## config.mk

```make
export PLATFORM = sky130hd
export DESIGN_NAME = sdr_boot_refresh
export DESIGN_NICKNAME = d
export VERILOG_FILES = /design/src/rtl/sdr_pkg.sv /design/src/rtl/sdr_wait_timer.sv /design/src/rtl/sdr_refresh_pacer.sv /design/src/rtl/sdr_boot_refresh.sv
export SDC_FILE = /design/constraint.sdc
export NUM_CORES = 1
export LEC_CHECK = 0
export ABC_CLOCK_PERIOD_IN_PS = 3500
export BUFFER_PORTS_ARGS = -buffer_cell sky130_fd_sc_hd__clkbuf_2
export CAP_MARGIN = 20
export CORE_UTILIZATION = 61
export DETAILED_ROUTE_END_ITERATION = 16
export HOLD_SLACK_MARGIN = 0.15
export PLACE_DENSITY_LB_ADDON = 0.1
export SETUP_SLACK_MARGIN = 0.3
export SLEW_MARGIN = 5
export SYNTH_ARGS = -nofsm -noshare
export SYNTH_HDL_FRONTEND = slang
export SYNTH_SLANG_ARGS = --single-unit
```

## constraint.sdc

```tcl
create_clock -name clk -period 3.5 [get_ports clk]
set_input_delay 0.175 -clock clk [delete_from_list [all_inputs] [get_ports clk]]
set_output_delay 0.175 -clock clk [all_outputs]
set_load 0.1 [all_outputs]
```

## src/rtl/sdr_pkg.sv

```systemverilog
package sdr_pkg;

  typedef enum logic [3:0] {
    CMD_LMR = 4'b0000,
    CMD_REF = 4'b0001,
    CMD_PRE = 4'b0010,
    CMD_NOP = 4'b0111
  } sdr_cmd_e;

  typedef enum logic [2:0] {
    ST_PWR,
    ST_REF,
    ST_LMR,
    ST_GO,
    ST_RUN
  } seq_st_e;

  // nanoseconds to whole clock cycles, fractions rounded up
  function automatic int unsigned ns_to_cyc(input int unsigned ns,
                                            input int unsigned period_ps);
    return (ns * 1000 + period_ps - 1) / period_ps;
  endfunction

endpackage

```

## src/rtl/sdr_wait_timer.sv

```systemverilog
module sdr_wait_timer #(
  parameter int unsigned W       = 8,
  parameter int unsigned RST_VAL = 0
) (
  input  logic         clk,
  input  logic         rst_n,
  input  logic         load,
  input  logic [W-1:0] load_val,
  output logic         done
);
  logic [W-1:0] cnt;

  always_ff @(posedge clk or negedge rst_n) begin
    if (!rst_n)          cnt <= W'(RST_VAL);
    else if (load)       cnt <= load_val;
    else if (cnt != '0)  cnt <= cnt - 1'b1;
  end

  assign done = (cnt == '0);
endmodule

```

## src/rtl/sdr_refresh_pacer.sv

```systemverilog
module sdr_refresh_pacer #(
  parameter int unsigned REFI_CYC = 1954,
  parameter int unsigned MAX_PEND = 8
) (
  input  logic clk,
  input  logic rst_n,
  input  logic en,
  input  logic take,
  output logic owed
);
  localparam int unsigned IW = (REFI_CYC > 2) ? $clog2(REFI_CYC) : 1;
  localparam int unsigned PW = $clog2(MAX_PEND + 1);

  logic [IW-1:0] ivl;
  logic [PW-1:0] pend;
  logic          tick;

  assign tick = en && (ivl == '0);

  always_ff @(posedge clk or negedge rst_n) begin
    if (!rst_n)               ivl <= IW'(REFI_CYC - 1);
    else if (!en || tick)     ivl <= IW'(REFI_CYC - 1);
    else                      ivl <= ivl - 1'b1;
  end

  always_ff @(posedge clk or negedge rst_n) begin
    if (!rst_n) pend <= '0;
    else begin
      case ({tick, take})
        2'b10:   if (pend != PW'(MAX_PEND)) pend <= pend + 1'b1;
        2'b01:   if (pend != '0)            pend <= pend - 1'b1;
        default: pend <= pend;
      endcase
    end
  end

  assign owed = (pend != '0);
endmodule

```

## src/rtl/sdr_boot_refresh.sv

```systemverilog
module sdr_boot_refresh #(
  parameter int unsigned CLK_PERIOD_PS = 8000,
  parameter int unsigned T_POWERUP_NS  = 200000,
  parameter int unsigned T_RP_NS       = 20,
  parameter int unsigned T_RFC_NS      = 70,
  parameter int unsigned T_REFI_NS     = 15625,
  parameter int unsigned TMRD          = 2,
  parameter int unsigned N_INIT_REF    = 8,
  parameter int unsigned MAX_PEND      = 8,
  parameter int unsigned ADDR_W        = 12,
  parameter int unsigned BA_W          = 2,
  parameter int unsigned DQM_W         = 8
) (
  input  logic              clk,
  input  logic              rst_n,
  input  logic [2:0]        cfg_cas_lat,
  input  logic              cfg_interleave,
  input  logic [1:0]        cfg_burst_code,
  input  logic              refresh_grant,
  output logic              sd_cs_n,
  output logic              sd_ras_n,
  output logic              sd_cas_n,
  output logic              sd_we_n,
  output logic              sd_cke,
  output logic [DQM_W-1:0]  sd_dqm,
  output logic [ADDR_W-1:0] sd_addr,
  output logic [BA_W-1:0]   sd_ba,
  output logic              init_done,
  output logic              refresh_req
);
  import sdr_pkg::*;

  localparam int unsigned PWR_CYC  = ns_to_cyc(T_POWERUP_NS, CLK_PERIOD_PS);
  localparam int unsigned TRP_CYC  = ns_to_cyc(T_RP_NS, CLK_PERIOD_PS);
  localparam int unsigned TRFC_CYC = ns_to_cyc(T_RFC_NS, CLK_PERIOD_PS);
  localparam int unsigned REFI_CYC = ns_to_cyc(T_REFI_NS, CLK_PERIOD_PS);
  localparam int unsigned MAX_A    = (PWR_CYC > TRFC_CYC) ? PWR_CYC : TRFC_CYC;
  localparam int unsigned MAX_B    = (TRP_CYC > TMRD) ? TRP_CYC : TMRD;
  localparam int unsigned MAX_W    = (MAX_A > MAX_B) ? MAX_A : MAX_B;
  localparam int unsigned TW       = $clog2(MAX_W + 1);
  localparam int unsigned RLW      = $clog2(N_INIT_REF + 1);

  seq_st_e           st_q, st_n;
  logic [RLW-1:0]    left_q, left_n;
  sdr_cmd_e          cmd_q, cmd_n;
  logic [ADDR_W-1:0] addr_q, addr_n;
  logic              ready_q, ready_n;
  logic              t_load, t_done, owed, take;
  logic [TW-1:0]     t_val;

  sdr_wait_timer #(.W(TW), .RST_VAL(PWR_CYC - 1)) u_timer (
    .clk(clk), .rst_n(rst_n), .load(t_load), .load_val(t_val), .done(t_done)
  );

  sdr_refresh_pacer #(.REFI_CYC(REFI_CYC), .MAX_PEND(MAX_PEND)) u_pacer (
    .clk(clk), .rst_n(rst_n), .en(ready_q), .take(take), .owed(owed)
  );

  assign refresh_req = (st_q == ST_RUN) && t_done && owed;

  always_comb begin
    st_n    = st_q;
    left_n  = left_q;
    cmd_n   = CMD_NOP;
    addr_n  = '0;
    ready_n = ready_q;
    t_load  = 1'b0;
    t_val   = '0;
    take    = 1'b0;
    if (t_done) begin
      unique case (st_q)
        ST_PWR: begin
          cmd_n      = CMD_PRE;
          addr_n[10] = 1'b1;
          t_load     = 1'b1;
          t_val      = TW'(TRP_CYC - 1);
          st_n       = ST_REF;
        end
        ST_REF: begin
          cmd_n  = CMD_REF;
          t_load = 1'b1;
          t_val  = TW'(TRFC_CYC - 1);
          left_n = left_q - 1'b1;
          if (left_q == RLW'(1)) st_n = ST_LMR;
        end
        ST_LMR: begin
          cmd_n       = CMD_LMR;
          addr_n[2:0] = {1'b0, cfg_burst_code};
          addr_n[3]   = cfg_interleave;
          addr_n[6:4] = cfg_cas_lat;
          t_load      = 1'b1;
          t_val       = TW'(TMRD - 1);
          st_n        = ST_GO;
        end
        ST_GO: begin
          ready_n = 1'b1;
          st_n    = ST_RUN;
        end
        ST_RUN: begin
          if (owed && refresh_grant) begin
            cmd_n  = CMD_REF;
            t_load = 1'b1;
            t_val  = TW'(TRFC_CYC - 1);
            take   = 1'b1;
          end
        end
        default: st_n = ST_PWR;
      endcase
    end
  end

  always_ff @(posedge clk or negedge rst_n) begin
    if (!rst_n) begin
      st_q    <= ST_PWR;
      left_q  <= RLW'(N_INIT_REF);
      cmd_q   <= CMD_NOP;
      addr_q  <= '0;
      ready_q <= 1'b0;
    end else begin
      st_q    <= st_n;
      left_q  <= left_n;
      cmd_q   <= cmd_n;
      addr_q  <= addr_n;
      ready_q <= ready_n;
    end
  end

  assign {sd_cs_n, sd_ras_n, sd_cas_n, sd_we_n} = cmd_q;
  assign sd_addr   = addr_q;
  assign sd_ba     = '0;
  assign sd_cke    = 1'b1;
  assign sd_dqm    = {DQM_W{~ready_q}};
  assign init_done = ready_q;
endmodule

```

==> results.toml, run 1 <==
[status]
status = "completed"

[layout]
multi_input_area_um2 = 1100
seq_area_um2 = 1220
fin_util_pct = 73.5
final_cells = 322
drive_gt1_share_pct = 24.1
fin_nets = 289
diodes = 0
synthToLayoutAreaGrowth_pct = 11.8
fillers = 294

[worst_setup_path]
max_stage_delay_ns = 0.48
worstSetupPathType = "reg2out"
worstPathMaxFanout = 9
crit_path_start_kind = "flop"
crit_family = "simple AND/OR/NAND/NOR gates"
reg2reg_from = "u_timer.cnt[1]"
r2r_end = "u_pacer.pend[2]"
critPathBufInv = 3
path_cells = "inv_1, ha_1, nor4b_1, nand4_1, buf_4, nor3_2, clkbuf_2"
reg2regPathDepth = 10
crit_slowest_cell = "clkbuf_2"
crit_arrival_ns = 2.74
regToRegSetupSlack_ns = 0.82
worstPathRequired_ns = 3.32
cp-end-kind = "output port"
cp.depth = 7

[floorplanning]
dieWidth_um = 65.8
dieArea_um2 = 4320
die_h_um = 65.8
num_rows = 22
core-area_um2 = 3770
initial_core_util_pct = 65.8
num_io_pins = 38

[clocking]
clk_path_buf_depth = 2
cts_setup_buffers = 0
clock-sinks = 48
ctsHoldBuffers = 7
cts_tree = "done"
clk_latency_ns = 0.30
cts_root_buf = "clkbuf_8"
cts_buffers = 5
cts_max_level = 2
cts_resized = 0
clk_pin_slew_ns = 0.09

[synthesis]
synth-edff-count = 0
yosys_warnings = 0
ys_types = 48
syn_avg_cell_area_um2 = 10.1
synth-main-ff-cell = "dfrtp_1"
ys_seq_area_share_pct = 49.3
netlist_area_um2 = 2480
syn_inst = 245
synthArstFlopShare_pct = 100
ys_seq_elements = 48

[pwr]
swShare_pct = 22.8
p_clk_share_pct = 40.1
p_switching_w = 0.000236
p_leak_nw = 1.24
ir_drop_uv = 218
intPower_w = 0.000798
p_seq_share_pct = 53.7
p_comb_share_pct = 6.2
power_density_nw_per_um2 = 373

[global_routing]
grt_pass1_wl_um = 7320
gr-total-overflow = 0
antenna_found_initial = 0
grt_pass1_vias = 1626
grtUsageTotal_pct = 22.6
grt_max_degree = 36

[placement]
port_buffers = 28
gp_congestion = 0.757
dp_hpwl_um = 3050
dpl.cell_count = 307
pre_cts_ws_ns = 0.878

[worst_hold_path]
whs_endpoint = "cmd_q[2]"
min_from = "refresh_grant"
hold_class = "in2reg"
holdPathStages = 3

[flow_run]
max_cap_violations = 0

[sta]
setup_viol = 0
rsz0062_at_grt = "no"
finalMaxSlewViolations = 0
finalCritPeriodShare_pct = 83.2
setup_ws_ns = 0.589
setup_tns_ns = 0
fin_skew_ns = 0.0135
fmax_mhz = 343
relSlewSlack_pct = 43.9
worst_pin_slew_ns = 0.841
hold_viol = 0
period_needed_ns = 2.91

[route]
drt-pass1-iter-count = 5
wl_per_cell_um = 13.6
drt-initial-drc-count = 112
postRouteWirelength_um = 4390
via_count = 1763
routed_via_density = 5.48
drc = 0
detail-route-antenna-nets = 0
==> Yosys cell counts, drive strengths merged (2+ instances only) <==
library cell	n	share of area, %
nand4b	2	0.71
mux2i	2	0.81
dfstp	18	19
a21oi	6	1.2
nor2	15	2.3
buf	17	5.0
xnor2	16	5.7
xor2	8	2.8
dfrtp	30	30
conb	2	0.30
and2	7	1.8
nor4b	3	1.1
or4	2	0.76
nand2	24	3.6
ha	7	3.5
nor4	12	3.9
nor3	15	3.2
nand3b	2	0.61
nor3b	2	0.61
nand3	3	0.61
inv	10	1.5
nand2b	4	1.0
o21ai	11	2.2
or3	3	0.81
clkbuf	6	0.91
and3	3	0.81
==> power by group through the flow <==
stage | registers [W] | clock network (W) | logic [W]
CTS | 0.000555 | 0.000428 | 0.0000647
floorplan | 0.000565 | 0 | 0.0000501
global route | 0.000555 | 0.000450 | 0.0000677
finish | 0.000555 | 0.000414 | 0.0000642
detailed placement | 0.000565 | 0 | 0.0000585
global placement | 0.000565 | 0 | 0.0000582
==> cells in the final DEF, fill, tap and decap left out, drive strengths merged, types with 7 or more instances in the layout <==
master and n:
nor4 12, inv 10, conb 9, ha 7, and2 7, xor2 8, dfrtp 30, xnor2 16
nor2 15, nand2 24, nor3 15, dfstp 18, clkbuf 34, o21ai 11, dlygate4sd3 7
==> state kept, by name, indices dropped and copies added, names as in the netlist <==
name          cells
st_q              3
init_done         1
u_timer.cnt      15
left_q            4
sd_addr           7
u_pacer.ivl      11
u_pacer.pend      4
cmd_q             3
==> routing by layer <==
| layer | track usage, % | share of wire [%] | up-vias |
|---|---|---|---|
| met2 | 35.1 | 47 | 39 |
| met1 | 31.4 | 48 | 847 |
| li1 | - | - | 870 |
| met3 | 5.21 | 3.5 | 7 |
| met5 | 0 | 0 | - |
| met4 | 6.79 | 1.3 | 0 |
==> layout make-up <==
cell class,count,area share [%]
Clock inverter,2,1.40
Timing Repair Buffer,37,8.13
Clock buffer,6,2.98
Inverter,10,1.35
Multi-Input combinational cell,171,39.8
Sequential cell,48,44.2
Tap cell,48,2.17
==> worst reg2reg max path, stage by stage (launching register included) <==
cell,delay (ns)
dfstp_2,0.39
inv_1,0.11
ha_1,0.15
nor4b_1,0.38
nand4_1,0.42
nor3_2,0.35
xor2_1,0.19
ha_1,0.19
and3_2,0.16
mux2i_1,0.07
xnor2_1,0.14
==> how the worst max path moves through the flow <==
stage | slack [ns] | to | startpoint
final | 0.59 | refresh_req | u_timer.cnt[1]
after global routing | 0.35 | refresh_req | u_timer.cnt[1]
after CTS | 0.60 | refresh_req | u_timer.cnt[1]
after detailed placement | 0.88 | u_pacer.pend[2] | u_timer.cnt[1]
after global placement | 1.04 | u_pacer.pend[2] | u_pacer.ivl[5]
after floorplan | 0.67 | refresh_req | u_timer.cnt[1]
==> through the flow <==
step / cell area (µm²) / hold slack (ns) / total power [W]
2_1_floorplan: 2510 / -0.121 / 0.000616
3_3_place_gp: 2580 / 0.302 / 0.000624
3_5_place_dp: 2580 / 0.317 / 0.000624
4_1_cts: 2770 / 0.397 / 0.00105
5_1_grt: 2770 / 0.454 / 0.00107
6_report: 2770 / 0.422 / 0.00103
==> cells by family after synthesis <==
kind of cell	count (synthesis)	share of synthesized area, %
AO/OA/AOI/OAI	27	6.66
XOR/XNOR	24	8.48
adder cells (fa/ha/maj)	7	3.53
buffers and inverters	33	7.42
flip-flops	48	49.3
multiplexers	3	1.26
other	2	0.303
AND/OR/NAND/NOR	101	23.0
(Power assumes the default switching activity.)
==> inputs of run 2 (changes only) <==
--- a/config.mk
+++ b/config.mk
@@ -5,10 +5,10 @@
 export SDC_FILE = /design/constraint.sdc
 export NUM_CORES = 1
 export LEC_CHECK = 0
-export ABC_CLOCK_PERIOD_IN_PS = 3500
+export ABC_CLOCK_PERIOD_IN_PS = 2450
 export BUFFER_PORTS_ARGS = -buffer_cell sky130_fd_sc_hd__clkbuf_2
 export CAP_MARGIN = 20
-export CORE_UTILIZATION = 61
+export CORE_UTILIZATION = 51
 export DETAILED_ROUTE_END_ITERATION = 16
 export HOLD_SLACK_MARGIN = 0.15
 export PLACE_DENSITY_LB_ADDON = 0.1
==> constraint.sdc (replaced) <==
create_clock -name clk -period 2.45 [get_ports clk]
set_input_delay 0.1225 -clock clk [delete_from_list [all_inputs] [get_ports clk]]
set_output_delay 0.1225 -clock clk [all_outputs]
set_load 0.1 [all_outputs]
==> run 2 against run 1 <==
  * Clock-buffer cell count down 1
  * Worst setup slack worse by 0.31 ns
  * Largest power group unchanged
  * Sequential share of layout area down 2.5 points
  * Sequential power up 43%
  * Via count up 0.74%
  * Critical path depth up 3
  * Combinational power up 42%
  * Non-clock buffer count up 12
==> results.toml, run 2 (synthesized netlist as in run 1, its figures left out) <==
[status]
status = "completed"

[layout]
largest_reg_flops = 15
synthToLayoutAreaGrowth_pct = 18.8
fin_nets = 301
layout_commonest_cell = "dfrtp_1"
drive_gt1_share_pct = 31.1
diodes = 0
largest_register = "u_timer.cnt"
finalInstanceArea_um2 = 2950
fillers = 402
final_cell_mix = "dfrtp_1, clkbuf_2, nand2_1"

[route]
wl_per_cell_um = 13.3
detail-route-antenna-nets = 0
via_count = 1776
drt-initial-drc-count = 64
drt-pass1-iter-count = 4
routed_via_density = 5.22
drc = 0
postRouteWirelength_um = 4530

[pwr]
p_leak_nw = 1.30
ir_drop_uv = 243
power_density_nw_per_um2 = 493

[sta]
fmax_mhz = 461
fin_skew_ns = 0.00809
setup_viol = 0
hold_viol = 0
relSlewSlack_pct = 61.0
worst_pin_slew_ns = 0.585
setup_tns_ns = 0
finalCritPeriodShare_pct = 88.5
finalMaxSlewViolations = 0
period_needed_ns = 2.17
rsz0062_at_grt = "yes"

[clocking]
clk_path_buf_depth = 2
cts_max_level = 2
clk_pin_slew_ns = 0.09
clock-sinks = 48
clk_latency_ns = 0.30
cts_tree = "done"
cts_buffers = 5
cts_root_buf = "clkbuf_8"

[global_routing]
grt_pass1_vias = 1668
grt_pass1_wl_um = 7690
grt_max_degree = 49
grtUsageTotal_pct = 19.4
antenna_found_initial = 0
gr-total-overflow = 0

[floorplanning]
dieArea_um2 = 5150
dieWidth_um = 71.7
num_rows = 25
num_io_pins = 38
core-area_um2 = 4690
initial_core_util_pct = 52.9
die_h_um = 71.7

[worst_setup_path]
crit_arrival_ns = 2.36
critPathBufInv = 1
worstPathMaxFanout = 3
crit_slowest_cell = "dfstp_2"
worstPathRequired_ns = 2.64
path_cells = "inv_1, ha_1, nor4b_4, nand4_1, nor3_2, xor2_1, ha_2, and3_4, mux2i_1, xnor2_1"
worstSetupPathType = "reg2reg"
cp-end-kind = "flop"
crit_path_start_kind = "flop"
crit_family = "simple AND/OR/NAND/NOR gates"
max_stage_delay_ns = 0.38

[worst_hold_path]
hold_class = "in2reg"

[placement]
gp_congestion = 0.772
postPlaceCellArea_um2 = 2700
dp_hpwl_um = 3110
port_buffers = 28

[flow_run]
max_cap_violations = 0
[run 2: where the power goes]
part           leakage, nW  internal, W  switching (W)
sequential           0.582     0.000793              0
combinational        0.667    0.0000135      0.0000777
clock               0.0541     0.000302       0.000266
total                 1.30      0.00111       0.000344
[run 2: through the flow]
| stage | std cells | hold slack, ns | util, % | setup WS (ns) | power, W |
|---|---|---|---|---|---|
| after floorplan | 252 | -0.173 | - | 0.301 | 0.000879 |
| after global placement | 320 | 0.258 | 57.5 | 0.326 | 0.000891 |
| after detailed placement | 320 | 0.250 | 57.5 | 0.280 | 0.000890 |
| after CTS | 336 | 0.263 | 61.9 | 0.306 | 0.00147 |
| after global routing | 340 | 0.281 | 62.8 | 0.139 | 0.00150 |
| final | 340 | 0.258 | 62.8 | 0.282 | 0.00145 |
[run 2: per-layer routing]
layer	track usage, %	wire [µm]
met5	0	0
met4	5.88	63
met3	4.22	101
met2	32.0	2170
met1	25.8	2200
[run 2: final cells by class]
class	count	area [µm²]	area share, %
multi-input combinational	171	1170	39.7
inverter	10	37.5	1.27
sequential	48	1230	41.7
tap	54	67.6	2.29
clock buffer	5	68.8	2.34
clock inverter	3	42.5	1.44
timing repair buffer	49	330	11.2
[run 2: worst register-to-register path, cell delays in order, from the launching register on]
cell and delay (ns):
dfstp_2 0.38, inv_1 0.07, ha_1 0.16, nor4b_4 0.22, nand4_1 0.18, nor3_2 0.27
xor2_1 0.20, ha_2 0.22, and3_4 0.16, mux2i_1 0.07, xnor2_1 0.13
[run 2: worst paths after layout]
check / cells past startpoint / from / end / slack, ns
min in group asynchronous: 3 / rst_n / u_pacer.ivl[2] / 0.43
max reg2reg: 10 / u_timer.cnt[0] / u_pacer.pend[2] / 0.28
min: 3 / refresh_grant / cmd_q[2] / 0.26
max: 10 / u_timer.cnt[0] / u_pacer.pend[2] / 0.28
min reg2reg: 1 / u_pacer.ivl[0] / u_pacer.ivl[0] / 0.48
max in group asynchronous: 3 / rst_n / init_done / 1.57
[run 2: timing repair]
item / CTS / global route
endpoints found under the setup margin: 2 / 5
hold buffers: 7 / 0
endpoints found under the hold margin: 36 / 0
gates resized for setup: 4 / 4
pin swaps: 2 / 4
buffers inserted: 1 / 4
==> inputs of run 3 (changes only) <==
--- a/config.mk
+++ b/config.mk
@@ -7,7 +7,8 @@
 export LEC_CHECK = 0
 export ABC_CLOCK_PERIOD_IN_PS = 2450
 export BUFFER_PORTS_ARGS = -buffer_cell sky130_fd_sc_hd__clkbuf_2
-export CAP_MARGIN = 20
+export CAP_MARGIN = 30
+export CORE_MARGIN = 2
 export CORE_UTILIZATION = 51
 export DETAILED_ROUTE_END_ITERATION = 16
 export HOLD_SLACK_MARGIN = 0.15
==> constraint.sdc (replaced) <==
create_clock -name clk -period 2.45 [get_ports clk]
set_input_delay 0.1225 -clock clk [delete_from_list [all_inputs] [get_ports clk]]
set_output_delay 0.1225 -clock clk [all_outputs]
set_load 0.01 [all_outputs]
==> run 3 against run 2 <==
  * Sequential cell count is the same
  * Non-clock buffer count up 3
  * Worst hold slack better by 0.026 ns
  * Clock skew barely moved
  * Routed wire length grew 1.1%
  * Die area rose by 5.7%
  * Register-to-register slack improved by 0.05 ns
  * Worst setup slack better by 0.053 ns
  * Global-route usage shrank 1.3 points
  * Cell area is 0.59% higher
==> results.toml, run 3 (synthesized netlist as in run 1, its figures left out) <==
[status]
status = "completed"

[pwr]
p_leak_nw = 1.32
power_density_nw_per_um2 = 484
p_clk_share_pct = 42.0
p_switching_w = 0.000294
swShare_pct = 20.5
p_comb_share_pct = 2.7
p_seq_share_pct = 55.3
intPower_w = 0.00114
ir_drop_uv = 371

[layout]
synthToLayoutAreaGrowth_pct = 19.5
largest_reg_flops = 15
fillers = 384
largest_register = "u_timer.cnt"
drive_gt1_share_pct = 31.8
seq_area_um2 = 1220
layout_commonest_cell = "dfrtp_1"
diodes = 0
fin_nets = 304
final_cell_mix = "dfrtp_1, clkbuf_2, nand2_1"
multi_input_area_um2 = 1180
final_cells = 343

[worst_setup_path]
worstSetupPathType = "reg2reg"
cp-end-kind = "flop"
reg2regPathDepth = 8
regToRegSetupSlack_ns = 0.34
worstPathRequired_ns = 2.63
r2r_end = "u_pacer.pend[2]"
worstPathMaxFanout = 5
crit_path_start_kind = "flop"
crit_arrival_ns = 2.30
reg2reg_from = "u_pacer.ivl[6]"

[placement]
port_buffers = 28
dp_hpwl_um = 3190
pre_cts_ws_ns = 0.238
gp_congestion = 0.831
dpl.cell_count = 322

[route]
routed_via_density = 5.31
drc = 0
via_count = 1823
detail-route-antenna-nets = 0
drt-pass1-iter-count = 4
postRouteWirelength_um = 4580
drt-initial-drc-count = 58
wl_per_cell_um = 13.4

[clocking]
cts_max_level = 2
cts_buffers = 5
cts_tree = "done"
cts_root_buf = "clkbuf_8"
clk_pin_slew_ns = 0.09
clk_latency_ns = 0.30
clock-sinks = 48
clk_path_buf_depth = 2

[floorplanning]
dieWidth_um = 73.7
core-area_um2 = 4690
num_io_pins = 38
initial_core_util_pct = 52.9
num_rows = 25
die_h_um = 73.7
dieArea_um2 = 5440

[global_routing]
grt_max_degree = 20
antenna_found_initial = 0
grt_pass1_wl_um = 7530
gr-total-overflow = 0
grtUsageTotal_pct = 18.1
grt_pass1_vias = 1647

[sta]
finalMaxSlewViolations = 0
fin_skew_ns = 0.00767
finalCritPeriodShare_pct = 86.3
setup_tns_ns = 0
rsz0062_at_grt = "yes"
setup_ws_ns = 0.335
hold_viol = 0
period_needed_ns = 2.11
fmax_mhz = 473
setup_viol = 0

[flow_run]
max_cap_violations = 0

[worst_hold_path]
hold_class = "in2async"
[run 3: cell count changes in the layout (fill, tap and decap cells not counted), sizes merged]
cell      change
buf           +2
clkbuf        +2
clkinvlp      -1
[run 3: how the worst max path moves through the flow]
| stage | from | end | slack (ns) |
|---|---|---|---|
| 2_1_floorplan | u_pacer.ivl[8] | u_pacer.pend[2] | 0.30 |
| 4_1_cts | u_timer.cnt[1] | u_pacer.pend[2] | 0.28 |
| 6_report | u_pacer.ivl[6] | u_pacer.pend[2] | 0.34 |
| 3_3_place_gp | u_timer.cnt[1] | left_q[2] | 0.34 |
| 3_5_place_dp | u_timer.cnt[1] | left_q[2] | 0.24 |
| 5_1_grt | u_timer.cnt[0] | u_pacer.pend[2] | 0.19 |
[run 3: per-stage QoR]
step | cell area, µm² | power [W] | hold slack [ns] | utilization [%]
after global placement | 2660 | 0.000838 | 0.0859 | 56.7
after detailed placement | 2660 | 0.000839 | 0.0852 | 56.7
after global routing | 2960 | 0.00149 | 0.332 | 63.2
after CTS | 2860 | 0.00145 | 0.271 | 61.0
final | 2960 | 0.00144 | 0.284 | 63.2
after floorplan | 2520 | 0.000825 | -0.173 | -
[run 3: critical path, cell delays in order (launching register included)]
cell and delay, ns:
dfrtp_1 0.43, or4_4 0.54, nor4_4 0.18, nor3_2 0.09, xor2_1 0.15, ha_2 0.19
nor3_1 0.16, mux2i_1 0.12, xnor2_1 0.14
[run 3: power groups by stage]
| stage | logic [W] | clock network, W | registers [W] |
|---|---|---|---|
| after floorplan | 0.0000174 | 0 | 0.000808 |
| after global placement | 0.0000307 | 0 | 0.000808 |
| after detailed placement | 0.0000309 | 0 | 0.000808 |
| after CTS | 0.0000397 | 0.000620 | 0.000793 |
| after global routing | 0.0000454 | 0.000652 | 0.000793 |
| final | 0.0000388 | 0.000604 | 0.000793 |
[run 3: layout make-up]
type                            count  area share (%)
Multi-Input combinational cell    171            39.7
Inverter                           10            1.27
Sequential cell                    48            41.3
Clock inverter                      2            1.31
Timing Repair Buffer               52            11.4
Tap cell                           54            2.28
Clock buffer                        6            2.79
[run 3: routing by layer]
layer | wire, µm | GRT usage, % | vias up
met5 | 0 | 0 | -
met4 | 84 | 6.67 | 0
met3 | 135 | 4.53 | 7
met2 | 2150 | 27.9 | 34
met1 | 2210 | 24.7 | 877
li1 | - | - | 905
[run 3: what timing repair did]
| action | in CTS | in global routing |
|---|---|---|
| pin swaps | 2 | 5 |
| setup buffers | 0 | 6 |
| endpoints found under the hold margin | 25 | 0 |
| hold buffers | 7 | 0 |
| endpoints found under the setup margin | 6 | 9 |
| gates resized for setup | 2 | 12 |
